## config.mk

```make
export PLATFORM = sky130hd
export DESIGN_NAME = mdio_wr_bridge
export DESIGN_NICKNAME = d
export VERILOG_FILES = /design/src/rtl/mdio_pkg.sv /design/src/rtl/mdio_host_regs.sv /design/src/rtl/mdio_frame_tx.sv /design/src/rtl/mdio_pcs_resp.sv /design/src/rtl/mdio_wr_bridge.sv
export SDC_FILE = /design/constraint.sdc
export NUM_CORES = 1
export LEC_CHECK = 0
export BUFFER_PORTS_ARGS = -buffer_cell sky130_fd_sc_hd__buf_2
export CAP_MARGIN = 20
export CORE_MARGIN = 3
export CORE_UTILIZATION = 50
export DETAILED_ROUTE_END_ITERATION = 7
export HOLD_SLACK_MARGIN = 0.08
export PLACE_DENSITY = 0.69
export SLEW_MARGIN = 5
export SYNTH_ARGS = -nofsm -noshare
export SYNTH_HDL_FRONTEND = slang
export SYNTH_SLANG_ARGS = --single-unit
```

## constraint.sdc

```tcl
create_clock -name clk_i -period 2.5 [get_ports clk_i]
set_input_delay 0.25 -clock clk_i [delete_from_list [all_inputs] [get_ports clk_i]]
set_output_delay 0.25 -clock clk_i [all_outputs]
set_load 0.03 [all_outputs]
```

## src/rtl/mdio_pkg.sv

```systemverilog
`timescale 1ns/1ps
package mdio_pkg;
  localparam logic [1:0]  SEL_WORD = 2'd0;
  localparam logic [1:0]  SEL_CTRL = 2'd1;
  localparam logic [9:0]  IA_WDATA = 10'h3B0;
  localparam logic [9:0]  IA_START = 10'h3B4;
  localparam logic [31:0] RDY_IDLE = 32'h0001_007F;
  localparam logic [31:0] RDY_BUSY = 32'h0000_007B;
  localparam int unsigned PRE_BITS = 32;
  localparam int unsigned FRM_BITS = 32;

  typedef struct packed {
    logic [4:0]  phy_sel;
    logic [4:0]  reg_idx;
    logic [15:0] data;
  } mgmt_req_t;

  function automatic logic [FRM_BITS-1:0] wr_frame(mgmt_req_t r);
    return {2'b01, 2'b01, r.phy_sel, r.reg_idx, 2'b10, r.data};
  endfunction
endpackage

```

## src/rtl/mdio_host_regs.sv

```systemverilog
`timescale 1ns/1ps
module mdio_host_regs
  import mdio_pkg::*;
(
  input  logic        clk_i,
  input  logic        rst_ni,
  input  logic        wr_en_i,
  input  logic [1:0]  wr_sel_i,
  input  logic [31:0] wr_data_i,
  input  logic        busy_i,
  output logic        launch_o,
  output mgmt_req_t   req_o,
  output logic [31:0] rdy_o
);
  logic [31:0] word_q;
  logic [15:0] wdat_q;
  logic        ind_we;
  logic [9:0]  ind_adr;

  assign ind_we   = wr_en_i && (wr_sel_i == SEL_CTRL) && wr_data_i[15];
  assign ind_adr  = wr_data_i[9:0];
  assign launch_o = ind_we && (ind_adr == IA_START) && !busy_i;

  always_ff @(posedge clk_i or negedge rst_ni) begin
    if (!rst_ni) begin
      word_q <= '0;
      wdat_q <= '0;
    end else begin
      if (wr_en_i && wr_sel_i == SEL_WORD) word_q <= wr_data_i;
      if (ind_we && ind_adr == IA_WDATA)   wdat_q <= word_q[15:0];
    end
  end

  assign req_o = '{phy_sel: word_q[9:5], reg_idx: word_q[4:0], data: wdat_q};
  assign rdy_o = busy_i ? RDY_BUSY : RDY_IDLE;

  AST_LAUNCH_BUSY: assert property (@(posedge clk_i) disable iff (!rst_ni)
    launch_o |=> busy_i);
  AST_RDY_HOLD: assert property (@(posedge clk_i) disable iff (!rst_ni)
    (busy_i && wr_en_i && wr_sel_i == SEL_CTRL) |=> rdy_o == RDY_BUSY);
endmodule

```

## src/rtl/mdio_frame_tx.sv

```systemverilog
`timescale 1ns/1ps
module mdio_frame_tx
  import mdio_pkg::*;
#(
  parameter int unsigned MDC_HALF = 4
) (
  input  logic      clk_i,
  input  logic      rst_ni,
  input  logic      launch_i,
  input  mgmt_req_t req_i,
  output logic      busy_o,
  output logic      mdc_o,
  output logic      mdio_o,
  output logic      mdio_oe_o
);
  localparam int unsigned TOT = PRE_BITS + FRM_BITS;
  localparam int unsigned BW  = $clog2(TOT + 1);
  localparam int unsigned CW  = $clog2(MDC_HALF + 1);

  logic [TOT-1:0] sh_q;
  logic [BW-1:0]  left_q;
  logic [CW-1:0]  cnt_q;
  logic           mdc_q;
  logic           busy_q;

  always_ff @(posedge clk_i or negedge rst_ni) begin
    if (!rst_ni) begin
      sh_q   <= '0;
      left_q <= '0;
      cnt_q  <= '0;
      mdc_q  <= 1'b0;
      busy_q <= 1'b0;
    end else if (launch_i) begin
      sh_q   <= {{PRE_BITS{1'b1}}, wr_frame(req_i)};
      left_q <= BW'(TOT);
      cnt_q  <= '0;
      mdc_q  <= 1'b0;
      busy_q <= 1'b1;
    end else if (busy_q) begin
      if (cnt_q == CW'(MDC_HALF - 1)) begin
        cnt_q <= '0;
        mdc_q <= ~mdc_q;
        if (mdc_q) begin  // falling edge: next bit
          sh_q   <= sh_q << 1;
          left_q <= left_q - 1'b1;
          if (left_q == BW'(1)) busy_q <= 1'b0;
        end
      end else begin
        cnt_q <= cnt_q + 1'b1;
      end
    end
  end

  assign busy_o    = busy_q;
  assign mdc_o     = mdc_q;
  assign mdio_o    = busy_q ? sh_q[TOT-1] : 1'b1;
  assign mdio_oe_o = busy_q;

  AST_NO_RELAUNCH: assert property (@(posedge clk_i) disable iff (!rst_ni)
    launch_i |-> !busy_q);
  AST_IDLE_LINES: assert property (@(posedge clk_i) disable iff (!rst_ni)
    !busy_q |-> (mdio_o && !mdc_q));
  AST_MDIO_ON_FALL: assert property (@(posedge clk_i) disable iff (!rst_ni)
    (busy_q && $past(busy_q) && !$stable(mdio_o)) |-> $fell(mdc_q));
  AST_MDIO_AT_RISE: assert property (@(posedge clk_i) disable iff (!rst_ni)
    $rose(mdc_q) |-> $stable(mdio_o));
endmodule

```

## src/rtl/mdio_pcs_resp.sv

```systemverilog
`timescale 1ns/1ps
module mdio_pcs_resp
  import mdio_pkg::*;
#(
  parameter logic [4:0]            PHY_ADDR = 5'd3,
  parameter int unsigned           NUM_REGS = 5,
  parameter logic [NUM_REGS*16-1:0] RST_VALS = '0,
  localparam int unsigned          SW = $clog2(NUM_REGS)
) (
  input  logic          clk_i,
  input  logic          rst_ni,
  input  logic          mdc_i,
  input  logic          mdio_i,
  input  logic [SW-1:0] rd_sel_i,
  output logic [15:0]   rd_data_o
);
  localparam int unsigned OW = $clog2(PRE_BITS + 1);
  localparam int unsigned NW = $clog2(FRM_BITS);

  logic                       mdc_d, smp;
  logic [OW-1:0]              ones_q;
  logic                       in_frm_q, done_q;
  logic [NW-1:0]              n_q;
  logic [FRM_BITS-2:0]        rx_q;
  logic                       hit;
  logic [NUM_REGS-1:0]        reg_we;
  logic [NUM_REGS-1:0][15:0]  regs_q;

  assign smp = mdc_i && !mdc_d;

  always_ff @(posedge clk_i or negedge rst_ni) begin
    if (!rst_ni) begin
      mdc_d    <= 1'b0;
      ones_q   <= '0;
      in_frm_q <= 1'b0;
      done_q   <= 1'b0;
      n_q      <= '0;
      rx_q     <= '0;
    end else begin
      mdc_d  <= mdc_i;
      done_q <= smp && in_frm_q && (n_q == NW'(FRM_BITS - 2));
      if (smp) begin
        if (!in_frm_q) begin
          if (mdio_i) begin
            if (ones_q != OW'(PRE_BITS)) ones_q <= ones_q + 1'b1;
          end else begin
            // first start bit after a full preamble
            if (ones_q == OW'(PRE_BITS)) begin
              in_frm_q <= 1'b1;
              n_q      <= '0;
            end
            ones_q <= '0;
          end
        end else begin
          rx_q <= {rx_q[FRM_BITS-3:0], mdio_i};
          n_q  <= n_q + 1'b1;
          if (n_q == NW'(FRM_BITS - 2)) in_frm_q <= 1'b0;
        end
      end
    end
  end

  // rx_q: [30] start, [29:28] op, [27:23] phy, [22:18] reg, [17:16] ta, [15:0] data
  assign hit = done_q && rx_q[30] && (rx_q[29:28] == 2'b01) && (rx_q[17:16] == 2'b10)
            && (rx_q[27:23] == PHY_ADDR) && (rx_q[22:18] < 5'(NUM_REGS));

  for (genvar i = 0; i < NUM_REGS; i++) begin : g_we
    assign reg_we[i] = hit && (rx_q[22:18] == 5'(i));
  end

  always_ff @(posedge clk_i or negedge rst_ni) begin
    if (!rst_ni) begin
      regs_q <= RST_VALS;
    end else begin
      for (int i = 0; i < NUM_REGS; i++)
        if (reg_we[i]) regs_q[i] <= rx_q[15:0];
    end
  end

  assign rd_data_o = (rd_sel_i < SW'(NUM_REGS)) ? regs_q[rd_sel_i] : 16'h0000;

  AST_REG_HOLD: assert property (@(posedge clk_i) disable iff (!rst_ni)
    !hit |=> $stable(regs_q));
  AST_ONE_WRITE: assert property (@(posedge clk_i) disable iff (!rst_ni)
    $onehot0(reg_we));
endmodule

```

## src/rtl/mdio_wr_bridge.sv

```systemverilog
`timescale 1ns/1ps
module mdio_wr_bridge
  import mdio_pkg::*;
#(
  parameter int unsigned MDC_HALF = 4,
  parameter logic [4:0]  RESP_PHY = 5'd3,
  parameter logic [79:0] PCS_RST  = {16'h05E1, 16'h0C54, 16'h0141, 16'h0109, 16'h1140}
) (
  input  logic        clk_i,
  input  logic        rst_ni,
  input  logic        host_we_i,
  input  logic [1:0]  host_sel_i,
  input  logic [31:0] host_wdata_i,
  output logic [31:0] rdy_o,
  output logic        mdc_o,
  output logic        mdio_o,
  output logic        mdio_oe_o,
  input  logic [2:0]  pcs_sel_i,
  output logic [15:0] pcs_data_o
);
  logic      launch, busy, mdio_line;
  mgmt_req_t req;

  mdio_host_regs u_regs (
    .clk_i     (clk_i),
    .rst_ni    (rst_ni),
    .wr_en_i   (host_we_i),
    .wr_sel_i  (host_sel_i),
    .wr_data_i (host_wdata_i),
    .busy_i    (busy),
    .launch_o  (launch),
    .req_o     (req),
    .rdy_o     (rdy_o)
  );

  mdio_frame_tx #(.MDC_HALF(MDC_HALF)) u_tx (
    .clk_i     (clk_i),
    .rst_ni    (rst_ni),
    .launch_i  (launch),
    .req_i     (req),
    .busy_o    (busy),
    .mdc_o     (mdc_o),
    .mdio_o    (mdio_o),
    .mdio_oe_o (mdio_oe_o)
  );

  // idle line reads high (pull-up)
  assign mdio_line = mdio_oe_o ? mdio_o : 1'b1;

  mdio_pcs_resp #(.PHY_ADDR(RESP_PHY), .NUM_REGS(5), .RST_VALS(PCS_RST)) u_resp (
    .clk_i     (clk_i),
    .rst_ni    (rst_ni),
    .mdc_i     (mdc_o),
    .mdio_i    (mdio_line),
    .rd_sel_i  (pcs_sel_i),
    .rd_data_o (pcs_data_o)
  );
endmodule

```

==> results.txt <==
- The flow ran to the end, and the final reports show no timing, DRC or antenna violations.
- Max-cap violations in this run came to 0.
* Routability cong.: 0.719
- In this run the mean area of a mapped cell was 11.7 µm².
- Category of the worst setup path capture point: flop
- The max-slew violation count was 0.
- Number of hold-slack violations in the final timing report: 0
- The worst pin sits at a relative slew slack of 56.9%.
- The total overflow left after global routing is 0.
- Num ports: 91
* Async set-or-reset flop fraction in the synthesized netlist: 100%
* Insertion delay to the later sink of the worst-skew pair: 0.51 ns
* CTS tree: done
- Summed over all cells, the static leakage comes to 5.82 nW.
* Number of clock buffers inserted by TritonCTS: 25
- In the final layout, the multi-input gates occupy 0.00396 mm².
- Among all cell types in the netlist, the one instantiated most often is dfrtp_1.
- Register area: 0.00586 mm²
- The area growth from synthesis to layout is 14.4%.
- IO buf count: 44
* Class of the most critical hold timing path: in2reg
- Count of antenna-violating nets left after detailed routing: 0
- Number of standard cells after synthesis: 878
- The worst-case IR drop observed on VDD is 0.000510 V.
- CTS built an H-tree with a depth of 1.
- The worst register-to-register path ends at u_resp.regs_q[63].
- The longest clock path from root to sink contains 3 buffers.
- In this run the worst setup path begins at u_resp.rx_q[19].
- The first detailed-routing pass took 4 iterations.
* Largest fanout of any net on the critical path: 10
* Distinct cell type count after synthesis: 51
- At the pin with the least slew margin, the transition time is 0.646 ns.
* Placement row count: 51
- The floorplan step set the die width to 149 µm.
- In this run the vertical extent of the chip is 149 µm.
- Global routing consumed, over all layers together, 17.4% of the routing resources.
- Counting flops with a built-in enable in the synthesized netlist gives 0.
- Once placement finished, the instance area stood at 0.0107 mm².
- Most frequent cells after synthesis: dfrtp_1 (213), nand2_1 (198), mux2_2 (103)
- Wire length per cell: 15.4 µm
* Post-CTS setup buffer count: 0
- The clock arrives with 0.00561 ns of skew.
- The finished cells cover 0.0117 mm².
- Classification of the worst setup path: reg2reg
- For flop-to-flop paths, the worst setup slack is 0.25 ns.
- Final Routed Wirelength: 18800 µm
- Largest net degree at the start of global routing: 120
- Share of the clock period used by the worst path after layout: 89.9%
* Ant. Diodes: 0
- Of the cells placed in the final design, the portion with a size suffix greater than 1 is 27.1%.
- Warnings from Yosys: 0
- The final route contains 6381 vias.
* Cell type with the largest total area after synthesis: dfrtp_1
- At the end of the flow, the number of nets in the layout was 985.
* Antenna violations before repair: 0
- Arrival time reported for the critical path endpoint: 2.64 ns
- The total area inside the core boundary comes to 0.0198 mm².
* Tmin final: 2.25 ns
- The clock net in this run drives a total of 233 sinks.
- The wire-length estimate of the detail-placed layout is 11200 µm.
- Summed over all failing endpoints, the final setup total negative slack is 0 ns.
* Top flip-flop cell by instance count after synthesis: dfrtp_1
* Area fraction of the dominant cell type after synthesis: 52.1%
- Via density: 5.22
- The share of the Yosys chip area taken by registers is 57.2%.
* Clock-pin slew of the registers on the worst-case setup and hold paths: 0.06 ns
- STA puts the critical path data required time at 2.89 ns.
- Worst setup SP type: flop
* Effective utilization at floorplan: 51.8%
- Filler cell count in the final layout: 1616
- Post-synthesis register bit count: 233
- Setup violations remaining at the end of the flow were counted as 0.
- The number of global-route vias before repair is 6547.
- The worst register-to-register path begins at u_resp.rx_q[19].
- The first global-routing pass estimated 32400 µm of wire.
- The cell area that synthesis handed to floorplanning was 0.0102 mm².
- Based on the critical path, the design can be clocked at up to 0.445 GHz.
- Areal power density over the cells: 677 mW/mm²
* Endpoint of the worst setup timing path: u_resp.regs_q[63]
- Clock Tree Root: clkbuf_16
* Number of cells on the worst reg-to-reg path: 4
* Number of violations reported at the end of detailed-routing iteration 0: 397
- The die covers 0.0222 mm².
* Most area-consuming cells after synthesis: dfrtp_1 (52%), mux2_2 (11%), nand2_1 (7.3%)
- After detailed routing, the number of remaining DRC violations is 0.
* Setup repair after global routing missed its margin: no
-- registers in the layout, summed over array words and instances (netlist names), 3 cells and up --
signal         flops
u_resp.regs_q     80
u_tx.sh_q         64
u_resp.rx_q       31
u_regs.wdat_q     16
u_regs.word_q     16
u_tx.left_q        7
u_resp.ones_q      6
u_resp.n_q         5
u_tx.cnt_q         3
-- cell type report --
cell class / instances / share of cell area [%]
Timing Repair Buffer: 83 / 5.26
Inverter: 26 / 0.833
Clock inverter: 13 / 1.25
Sequential cell: 233 / 50.0
Multi-Input combinational cell: 569 / 33.8
Clock buffer: 33 / 6.02
Tap cell: 265 / 2.83
-- cells by family after synthesis --
logic type / share of synthesized area (%)
and+or+nand+nor: 13.4
DFF: 57.2
muxes: 16.0
buffers and inverters: 5.32
AOI/OAI and AO/OA: 6.40
xor gates and xnor gates: 0.684
adders and majority gates: 0.855
other: 0.0733
-- worst min-delay path by stage --
stage                              from                 to  slack, ns  depth (start not counted)
after floorplan                  rst_ni   u_regs.wdat_q[0]      -0.05                          0
after global placement           rst_ni   u_resp.ones_q[3]       0.37                          2
after detailed placement         rst_ni   u_resp.ones_q[3]       0.37                          2
after CTS                     host_we_i      u_tx.cnt_q[2]       0.30                          5
after global routing      host_sel_i[0]  u_regs.word_q[13]       0.34                          4
final                         host_we_i      u_tx.cnt_q[2]       0.33                          5
-- power by group --
group          switching [mW]  leakage (nW)  internal [mW]  total, mW
Clock                    1.46         0.426           2.29       3.75
Sequential             0.0458          2.89           3.83       3.88
Combinational           0.196          2.51          0.102      0.297
-- layer usage --
layer	vias to the layer above	global-route usage (%)	wire length, µm
met1	3195	24.5	8830
li1	3069	-	-
met2	94	29.1	9090
met3	23	2.61	562
met4	0	3.75	316
met5	-	0	0
-- critical path, stage by stage (launching register included) --
cell and delay [ns]:
dfrtp_1 0.50, nor4b_1 0.43, nand4_1 0.57, buf_12 0.37
mux2_2 0.27
-- cells in the final DEF, fill, tap and decap left out, types with 4 or more instances in the layout --
cell and instances:
dfrtp_1 213, nand2_1 198, mux2_2 103, nand3_1 43, buf_2 43, conb_1 30
o21ai_0 29, inv_1 26, a22o_1 26, a21o_1 25, clkbuf_16 25, dfstp_2 20
nor2_1 18, buf_4 18, dlygate4sd3_1 17, mux4_2 16, mux2_1 10, a21oi_1 8
clkinv_2 8, nand4_1 7, ha_1 7, clkbuf_8 5, xor2_1 4, xnor2_1 4
buf_12 4
-- metrics by stage --
step / setup WS [ns] / hold slack (ns) / utilization [%] / cells / power [mW]
floorplan: 0.380 / -0.0456 / - / 906 / 4.12
global placement: 0.318 / 0.368 / 54.0 / 1159 / 4.22
detailed placement: 0.276 / 0.366 / 54.0 / 1159 / 4.23
CTS: 0.265 / 0.304 / 59.2 / 1222 / 8.04
global route: 0.116 / 0.338 / 59.2 / 1222 / 8.24
finish: 0.253 / 0.326 / 59.2 / 1222 / 7.93
-- timing repair --
item                      4_1_cts  5_1_grt
hold buffers                   17        0
gates resized for setup         0        0
hold endpoints to repair      229        0
No activity file was read; power rests on OpenSTA's default activity.
